## src/rtl/irqShare_pkg.sv

```systemverilog
package irqShare_pkg;
  localparam int ADDR_W = 12;
  localparam int WORD_IDX_W = 4;
  localparam int MAP_IDX_W = 8;

  typedef enum logic [2:0] {
    RD_NONE, RD_POL, RD_TRIG, RD_DUAL, RD_EN, RD_PEND, RD_MAP
  } rdSel_e;

  typedef struct packed {
    logic wrPol;
    logic wrTrig;
    logic wrDual;
    logic wrEnSet;
    logic wrEnClr;
    logic wrInject;
    logic wrMap;
    rdSel_e rdSel;
    logic [WORD_IDX_W-1:0] word;
    logic [MAP_IDX_W-1:0] mapIdx;
  } ctlStrobe_t;

  typedef struct packed {
    logic toPin;
    logic toNmi;
    logic toSpec;
    logic [5:0] pinSel;
  } routeMap_t;
endpackage

```

## src/rtl/irqShare_ctrl.sv

```systemverilog
module irqShare_ctrl
  import irqShare_pkg::*;
(
  input  logic              busWe,
  input  logic [ADDR_W-1:0] busAddr,
  output ctlStrobe_t        ctl
);
  logic aligned;
  assign aligned = (busAddr[1:0] == 2'b00);

  always_comb begin
    ctl = '0;
    ctl.rdSel = RD_NONE;
    ctl.word = busAddr[5:2];
    ctl.mapIdx = busAddr[9:2];
    if (aligned) begin
      case (busAddr[11:10])
        2'b00: begin
          case (busAddr[9:6])
            4'd0: begin ctl.wrPol = busWe; ctl.rdSel = RD_POL; end
            4'd1: begin ctl.wrTrig = busWe; ctl.rdSel = RD_TRIG; end
            4'd2: begin ctl.wrDual = busWe; ctl.rdSel = RD_DUAL; end
            4'd3: ctl.wrEnSet = busWe;
            4'd4: ctl.wrEnClr = busWe;
            4'd5: ctl.rdSel = RD_EN;
            4'd6: ctl.rdSel = RD_PEND;
            4'd7: ctl.wrInject = busWe && (busAddr[5:2] == 4'd0);
            default: ;
          endcase
        end
        2'b01: begin
          ctl.wrMap = busWe;
          ctl.rdSel = RD_MAP;
        end
        default: ;
      endcase
    end
  end
endmodule

```

## src/rtl/irqShare_dp.sv

```systemverilog
module irqShare_dp
  import irqShare_pkg::*;
#(
  parameter int NUM_SRC = 40,
  parameter int NUM_PINS = 6,
  parameter int VEC_W = 3
) (
  input  logic                clk,
  input  logic                rstN,
  input  logic [NUM_SRC-1:0]  srcIn,
  input  ctlStrobe_t          ctl,
  input  logic [31:0]         busWdata,
  output logic [31:0]         busRdata,
  output logic [NUM_PINS-1:0] pinOut,
  output logic                nmiOut,
  output logic                specOut,
  output logic [VEC_W-1:0]    vecOut
);
  localparam int NWORDS = (NUM_SRC + 31) / 32;
  localparam int PAD_W = NWORDS * 32;

  logic [NUM_SRC-1:0] syncA, syncB, prevB;
  logic [NUM_SRC-1:0] polBank, trigBank, dualBank, enBank, pendView, activeSrc;
  routeMap_t mapArr [NUM_SRC];

  always_ff @(posedge clk or negedge rstN) begin
    if (!rstN) begin
      syncA <= '0;
      syncB <= '0;
      prevB <= '0;
    end else begin
      syncA <= srcIn;
      syncB <= syncA;
      prevB <= syncB;
    end
  end

  for (genvar n = 0; n < NUM_SRC; n++) begin : g_src
    localparam logic [WORD_IDX_W-1:0] W = WORD_IDX_W'(n / 32);
    localparam int B = n % 32;
    logic polQ, trigQ, dualQ, enQ, pendQ;
    routeMap_t mapQ;
    logic hit, injHit, rise, fall, evt;

    assign hit = (ctl.word == W);
    assign injHit = ctl.wrInject && (busWdata[7:0] == 8'(n));
    assign rise = syncB[n] & ~prevB[n];
    assign fall = ~syncB[n] & prevB[n];
    assign evt = trigQ & (dualQ ? (rise | fall) : (polQ ? rise : fall));

    always_ff @(posedge clk or negedge rstN) begin
      if (!rstN) begin
        polQ <= 1'b0;
        trigQ <= 1'b0;
        dualQ <= 1'b0;
        enQ <= 1'b0;
        pendQ <= 1'b0;
        mapQ <= '0;
      end else begin
        if (ctl.wrPol && hit) polQ <= busWdata[B];
        if (ctl.wrTrig && hit) trigQ <= busWdata[B];
        if (ctl.wrDual && hit) dualQ <= busWdata[B];
        if (ctl.wrEnSet && hit && busWdata[B]) enQ <= 1'b1;
        else if (ctl.wrEnClr && hit && busWdata[B]) enQ <= 1'b0;
        if (injHit) pendQ <= busWdata[31];
        else if (evt) pendQ <= 1'b1;
        if (ctl.wrMap && (ctl.mapIdx == 8'(n)))
          mapQ <= '{busWdata[31], busWdata[30], busWdata[29], busWdata[5:0]};
      end
    end

    assign polBank[n] = polQ;
    assign trigBank[n] = trigQ;
    assign dualBank[n] = dualQ;
    assign enBank[n] = enQ;
    assign pendView[n] = trigQ ? pendQ : (syncB[n] == polQ);
    assign activeSrc[n] = pendView[n] & enQ;
    assign mapArr[n] = mapQ;
  end

  // routing of active sources onto the outputs
  always_comb begin
    pinOut = '0;
    nmiOut = 1'b0;
    specOut = 1'b0;
    for (int n = 0; n < NUM_SRC; n++) begin
      if (activeSrc[n]) begin
        if (mapArr[n].toPin)
          for (int p = 0; p < NUM_PINS; p++)
            if (mapArr[n].pinSel == 6'(p)) pinOut[p] = 1'b1;
        nmiOut = nmiOut | mapArr[n].toNmi;
        specOut = specOut | mapArr[n].toSpec;
      end
    end
  end

  // highest active pin wins
  always_comb begin
    vecOut = '0;
    for (int p = 0; p < NUM_PINS; p++)
      if (pinOut[p]) vecOut = VEC_W'(p + 1);
  end

  function automatic logic [31:0] pickWord(input logic [PAD_W-1:0] v,
                                           input logic [WORD_IDX_W-1:0] w);
    logic [31:0] r;
    r = '0;
    for (int k = 0; k < NWORDS; k++)
      if (int'(w) == k) r = v[k*32 +: 32];
    return r;
  endfunction

  always_comb begin
    busRdata = '0;
    case (ctl.rdSel)
      RD_POL:  busRdata = pickWord(PAD_W'(polBank), ctl.word);
      RD_TRIG: busRdata = pickWord(PAD_W'(trigBank), ctl.word);
      RD_DUAL: busRdata = pickWord(PAD_W'(dualBank), ctl.word);
      RD_EN:   busRdata = pickWord(PAD_W'(enBank), ctl.word);
      RD_PEND: busRdata = pickWord(PAD_W'(pendView), ctl.word);
      RD_MAP: begin
        for (int n = 0; n < NUM_SRC; n++)
          if (ctl.mapIdx == 8'(n))
            busRdata = {mapArr[n].toPin, mapArr[n].toNmi, mapArr[n].toSpec,
                        23'd0, mapArr[n].pinSel};
      end
      default: ;
    endcase
  end
endmodule

```

## src/rtl/irqShareCtl.sv

```systemverilog
module irqShareCtl
  import irqShare_pkg::*;
#(
  parameter int NUM_SRC = 40,
  parameter int NUM_PINS = 6,
  localparam int VEC_W = $clog2(NUM_PINS + 1)
) (
  input  logic                clk,
  input  logic                rstN,
  input  logic [NUM_SRC-1:0]  srcIn,
  input  logic                busWe,
  input  logic [ADDR_W-1:0]   busAddr,
  input  logic [31:0]         busWdata,
  output logic [31:0]         busRdata,
  output logic [NUM_PINS-1:0] pinOut,
  output logic                nmiOut,
  output logic                specOut,
  output logic [VEC_W-1:0]    vecOut
);
  ctlStrobe_t ctl;

  irqShare_ctrl ctrl_i (
    .busWe(busWe),
    .busAddr(busAddr),
    .ctl(ctl)
  );

  irqShare_dp #(
    .NUM_SRC(NUM_SRC),
    .NUM_PINS(NUM_PINS),
    .VEC_W(VEC_W)
  ) dp_i (
    .clk(clk),
    .rstN(rstN),
    .srcIn(srcIn),
    .ctl(ctl),
    .busWdata(busWdata),
    .busRdata(busRdata),
    .pinOut(pinOut),
    .nmiOut(nmiOut),
    .specOut(specOut),
    .vecOut(vecOut)
  );
endmodule

```

## config.mk

```make
export PLATFORM = sky130hd
export DESIGN_NAME = irqShareCtl
export DESIGN_NICKNAME = d
export VERILOG_FILES = /design/src/rtl/irqShare_pkg.sv /design/src/rtl/irqShare_ctrl.sv /design/src/rtl/irqShare_dp.sv /design/src/rtl/irqShareCtl.sv
export SDC_FILE = /design/constraint.sdc
export NUM_CORES = 2
export LEC_CHECK = 0
export BUFFER_PORTS_ARGS = -buffer_cell sky130_fd_sc_hd__buf_2
export CORE_MARGIN = 1.5
export CORE_UTILIZATION = 51
export CTS_BUF_LIST = sky130_fd_sc_hd__clkbuf_8
export DETAILED_ROUTE_END_ITERATION = 10
export PLACE_DENSITY = 0.68
export REMOVE_ABC_BUFFERS = 1
export SYNTH_ARGS = -nofsm -noshare
export SYNTH_HDL_FRONTEND = slang
export SYNTH_SLANG_ARGS = --single-unit
```

## constraint.sdc

```tcl
create_clock -name clk -period 6.76 [get_ports clk]
set_input_delay 0.676 -clock clk [delete_from_list [all_inputs] [get_ports clk]]
set_output_delay 0.676 -clock clk [all_outputs]
set_load 0.02 [all_outputs]
```

# --- Yosys cells after proc, flatten, opt, wreduce, memory -nomap -nowiden ---
# Cells that the tools add are included.
# Widths: inputs -> output; s select.
word_totals:
  regBits: 680
  output_inout_bits: 43
  in_bits: 87
  elab_cells: 2101
op_classes:
  mux: 748
  n_reduce_logical: 298
  bitwise: 358
  n_eq_ne: 334
ops:
  columns: ["operator", "n"]
  rows:
  - ["$mux 32", 50]
  - ["$mux 1", 608]
  - ["$mux 6", 81]
  - ["$eq 6x2->1 const B", 80]
  - ["$eq 6x3->1 const B", 80]
  - ["$eq 8x5->1 const B", 32]
  - ["$eq 6x1->1 const B", 40]
  - ["$logic_not 6->1", 40]
  - ["$pmux 32 s6", 1]
  - ["$logic_and 1x1->1", 171]
  - ["$and 1x1->1", 160]
  - ["$reduce_bool 2->1", 80]
  - ["$eq 8x4->1 const B", 16]
  - ["$eq 8x6->1 const B", 16]
  - ["$or 1x1->1", 118]
  - ["$not 1->1", 80]
  - ["$eq 8x3->1 const B", 8]
  - ["$eq 1x1->1", 40]
  - ["$eq 8x2->1 const B", 4]
  - ["$eq 4x3->1 const B", 4]
  - ["$eq 8x1->1 const B", 2]
  - ["$logic_not 8->1", 2]
  - ["$pmux 3 s5", 1]
  - ["$eq 4x2->1 const B", 3]
  - ["other kinds (11)", 21]

# --- Logic depth before layout (Yosys ltp) ---
logic_depth:
  ltp_word: 127
  mapped_depth: 13
  depth_no_buf: 9

# --- Cells and area by module ---
# A second synthesis with hierarchy kept.
hier_totals:
  hier_cells: 3444
  area_unflattened_um2: 36891.6
by_module_without_submodules:
  columns: ["mod", "instances", "cells_per_inst", "area_per_inst_um2", "seq_area_each_um2"]
  rows:
  - ["irqShare_dp", 1, 3404, 36636.4, 17016.3]
  - ["irqShare_ctrl", 1, 40, 255.2, 0.0]

# --- Least setup slack after synthesis ---
# OpenSTA, ideal clock, no wires.
synth_path:
  path_kind: "input-to-output"
  startpoint: "in busAddr[6]"
  endpoint: "out busRdata[1]"
  path_buffers: 3
  path_stages: 8
  slack_ps: 2973
  required_time_ps: 6084
  arrival_ps: 3111
  cell_sequence: "buf_4 or4b_2 clkbuf_1 nor3_1 buf_2 a222oi_1 a211o_1 o31ai_1"
synth_between:
  elab_chain_len: 42
  word_cells_on_any_way: 95
  cone_classes: "49 x eq/ne; 44 x mux; 2 x reduce/logical"
synth_lines:
  columns: ["element", "line", "source"]
  rows:
  - ["from (decl)", "irqShareCtl.sv:12", "input logic [ADDR_W-1:0] busAddr,"]
  - ["$logic_not 8->1", "irqShare_dp.sv:123", "if (ctl.mapIdx == 8'(n))"]
  - ["$mux 32 (40 in a row)", "irqShare_dp.sv:123", null]
  - ["$pmux 32 s6 *", "irqShare_dp.sv:115", "case (ctl.rdSel)"]
  - ["to (decl)", "irqShareCtl.sv:14", "output logic [31:0] busRdata,"]
# Every way passes the cells marked *; elsewhere a longest branch is shown, timed or not.

# --- Final worst setup path ---
# Same ends and word-level chain as after synthesis.

==> summary.md <==
| Metric | Value |
|---|---|
| Dpl cell area | 38900 µm² |
| Total Routing Usage GR | 42.5% |
| Synth Area in Compound Gates | 16.0% |
| Cell area after layout | 41900 µm² |
| Status | finished, violations left |
| Min Hold Slack | 0.186 ns |
| Tightest Pin Transition | 1.47 ns |
| Worst-Skew Late Latency | 0.79 ns |
| Mapped Avg Cell Area | 10.5 µm² |
| Post_cts resized | 0 |
| Largest family of logic cells by synthesized area | multiplexers |
| Crit path time final | 5.66 ns |
| Worst setup SP type | input pin |
| Largest net degree at the start of global routing | 178 |
| Max cap viols | 1 |
| Area leader, netlist | dfrtp_1 |
| Power Dens Cells | 210 nW/µm² |
| Routed len/inst | 33.5 µm |
| Prevailing post-synth register cell | dfrtp_1 |
| Worst Skew | 0.0244 ns |
| Maximum clock insertion buffer count | 3 |
| Root Driver | clkbuf_8 |
| Mux cell area share after synthesis | 16.6% |
| DR vias/cell | 6.92 |
| Dpl cells | 4494 |
| Max Slew Vio Count | 0 |
| NumNets Final | 3869 |
| Post-synthesis simple-gate area fraction | 14.2% |
| Die extent in x | 272 µm |
| Failing checks | capacitance limit |
| Synth Register Bits | 680 |
| First-pass GRT wire length | 226000 µm |
| Layout cells sized above 1 | 24.9% |
| Rows | 98 |
| Cells taking the most area after synthesis | dfrtp_1 (46%), mux2_2 (15%), ha_1 (2.7%) |
| Final hold violations | 0 |
| CTS tree | built |
| # IOs | 130 |
| Initial antenna violation count | 8 |
| Setup tns final | 0 ns |
| Total grt overflow | 0 |
| Largest fanout on the critical path | 21 |
| Req. time, crit path | 6.08 ns |
| Leakage | 18.9 nW |
| WP data arrival | 4.98 ns |
| Non-Filler Instances | 4748 |
| Setup crit end kind | output port |
| CTS HTree Levels | 3 |
| Final setup vio count | 0 |
| VDD IR-drop max | 0.000253 V |
| Mapped cell area | 37000 µm² |
| Starting DRT DRC Count | 4743 |
| Synth Area in XOR/XNOR | 0.947% |
| Clock transition at path regs | 0.07 ns |
| FFs w/ async S/R, synth | 100% |
| R2R setup slack | 5.21 ns |
| DIE AREA | 74200 µm² |
| Period utilization | 83.7% |
| Final HPWL from detailed placement | 119000 µm |
| Die H | 272 µm |
| Drc violations | 0 |
| FMAX | 177 MHz |
| Unrepaired setup endpoints after global routing | false |
| Synth Instances | 3511 |
| Cell with the most instances after synthesis | dfrtp_1 |
| Min-delay worst type | in2reg |
| Utilization after layout | 58.5% |
| Core area | 71600 µm² |
| Synth warnings | 0 |
| Crit path kind | in2out |
| CTS sink cnt | 680 |
| Unique masters post-synth | 85 |
| Number of global-route vias before repair | 31303 |
| Detail Route Antenna Nets | 0 |
| Synth cell count leaders | dfrtp_1 (680), mux2_2 (481), nand2_1 (247), nor2_1 (191), a21oi_1 (188) |
| Port Buffer Count | 129 |
| Total Wirelength | 159000 µm |
| Initial core utilization | 51.7% |
| Slew margin rel. | 1.27% |
| Adder-cell share of the synthesized area | 2.71% |
| EDFF count, synth | 0 |
| P&R area growth vs syn | 13.2% |
| Post-synth top area share | 46.0% |
| Sequential-to-total area share from yosys stat | 46.0% |
| DR vias | 32867 |
| Drt pass-1 iters | 9 |
| Placer congestion estimate | 1.08 |
| CTS buffer count | 114 |
## final timing paths
kind,from,end,depth (start not counted)
worst max-delay path,busAddr[6],busRdata[1],9
worst min-delay path,busWdata[15],dp_i.g_src[15].enQ$_DFFE_PN0P_,2
worst max register to register,dp_i.syncB[29]$_DFF_PN0_,dp_i.g_src[29].pendQ$_DFFE_PN0P_,8
worst min register to register,dp_i.syncA[8]$_DFF_PN0_,dp_i.syncB[8]$_DFF_PN0_,0
max in group asynchronous,rstN,dp_i.syncB[0]$_DFF_PN0_,3
min in group asynchronous,rstN,dp_i.syncA[25]$_DFF_PN0_,2
## cells in the final DEF, fill, tap and decap left out, types with 99 or more instances in the layout
cell type,n
buf_4,99
a21oi_1,188
clkbuf_8,140
mux2_2,481
nand2_1,245
nor2_1,190
o21ai_0,142
buf_2,126
dfrtp_1,680
inv_1,168
## registers in the layout, summed over array words and instances, names as in the netlist
| name | count |
|---|---|
| dp_i.g_src.enQ | 40 |
| dp_i.g_src.trigQ | 40 |
| dp_i.syncA | 40 |
| dp_i.g_src.polQ | 40 |
| dp_i.g_src.dualQ | 40 |
| dp_i.g_src.mapQ | 360 |
| dp_i.g_src.pendQ | 40 |
| dp_i.prevB | 40 |
| dp_i.syncB | 40 |
## cells by family after synthesis
| family | Yosys count |
|---|---|
| AO/OA/AOI/OAI | 862 |
| XOR/XNOR | 40 |
| flip-flops | 680 |
| adder cells (fa/ha/maj) | 80 |
| AND/OR/NAND/NOR | 985 |
| multiplexers | 537 |
| buffers and inverters | 327 |
## final cells by class
type,instances,area (µm²)
fillers,6234,29700
multi-input cells,2504,18800
flip-flops and latches,680,17000
clock buffers,140,1930
repair buffers,270,1860
well taps,950,1190
clock inverters,67,597
inverters,132,495
diodes,5,12.5
## through the flow
| stage | setup WS, ns | power (mW) |
|---|---|---|
| final | 1.10 | 8.79 |
| after global routing | 1.14 | 9.04 |
| after CTS | 1.39 | 8.81 |
| after detailed placement | 1.44 | 4.76 |
| after global placement | 1.56 | 4.75 |
| after floorplan | 1.64 | 4.40 |
## power breakdown
part | switching, mW | internal (mW)
combinational | 0.390 | 0.155
sequential | 0.0497 | 4.12
clock | 1.83 | 2.24
## per-layer routing
| layer | GRT usage (%) | wire, µm | up-vias |
|---|---|---|---|
| met5 | 0 | 34 | - |
| met4 | 25.5 | 11100 | 4 |
| met3 | 12.3 | 19300 | 554 |
| met2 | 60.9 | 66500 | 2233 |
| met1 | 56.9 | 62200 | 16477 |
| li1 | - | - | 13599 |
## worst max-delay path: stages
cell      delay (ns)
buf_2           0.61
nor4b_2         0.32
buf_4           0.31
nand3_1         0.65
nor2_1          0.53
a222oi_1        0.18
a211o_1         0.33
o31ai_1         1.01
buf_2           0.33
## repair_timing
item / in CTS / in global routing
buffers inserted: 0 / 0
hold buffers: 41 / 0
hold endpoints to repair: 120 / 0
Power figures use the tool's default switching activity.
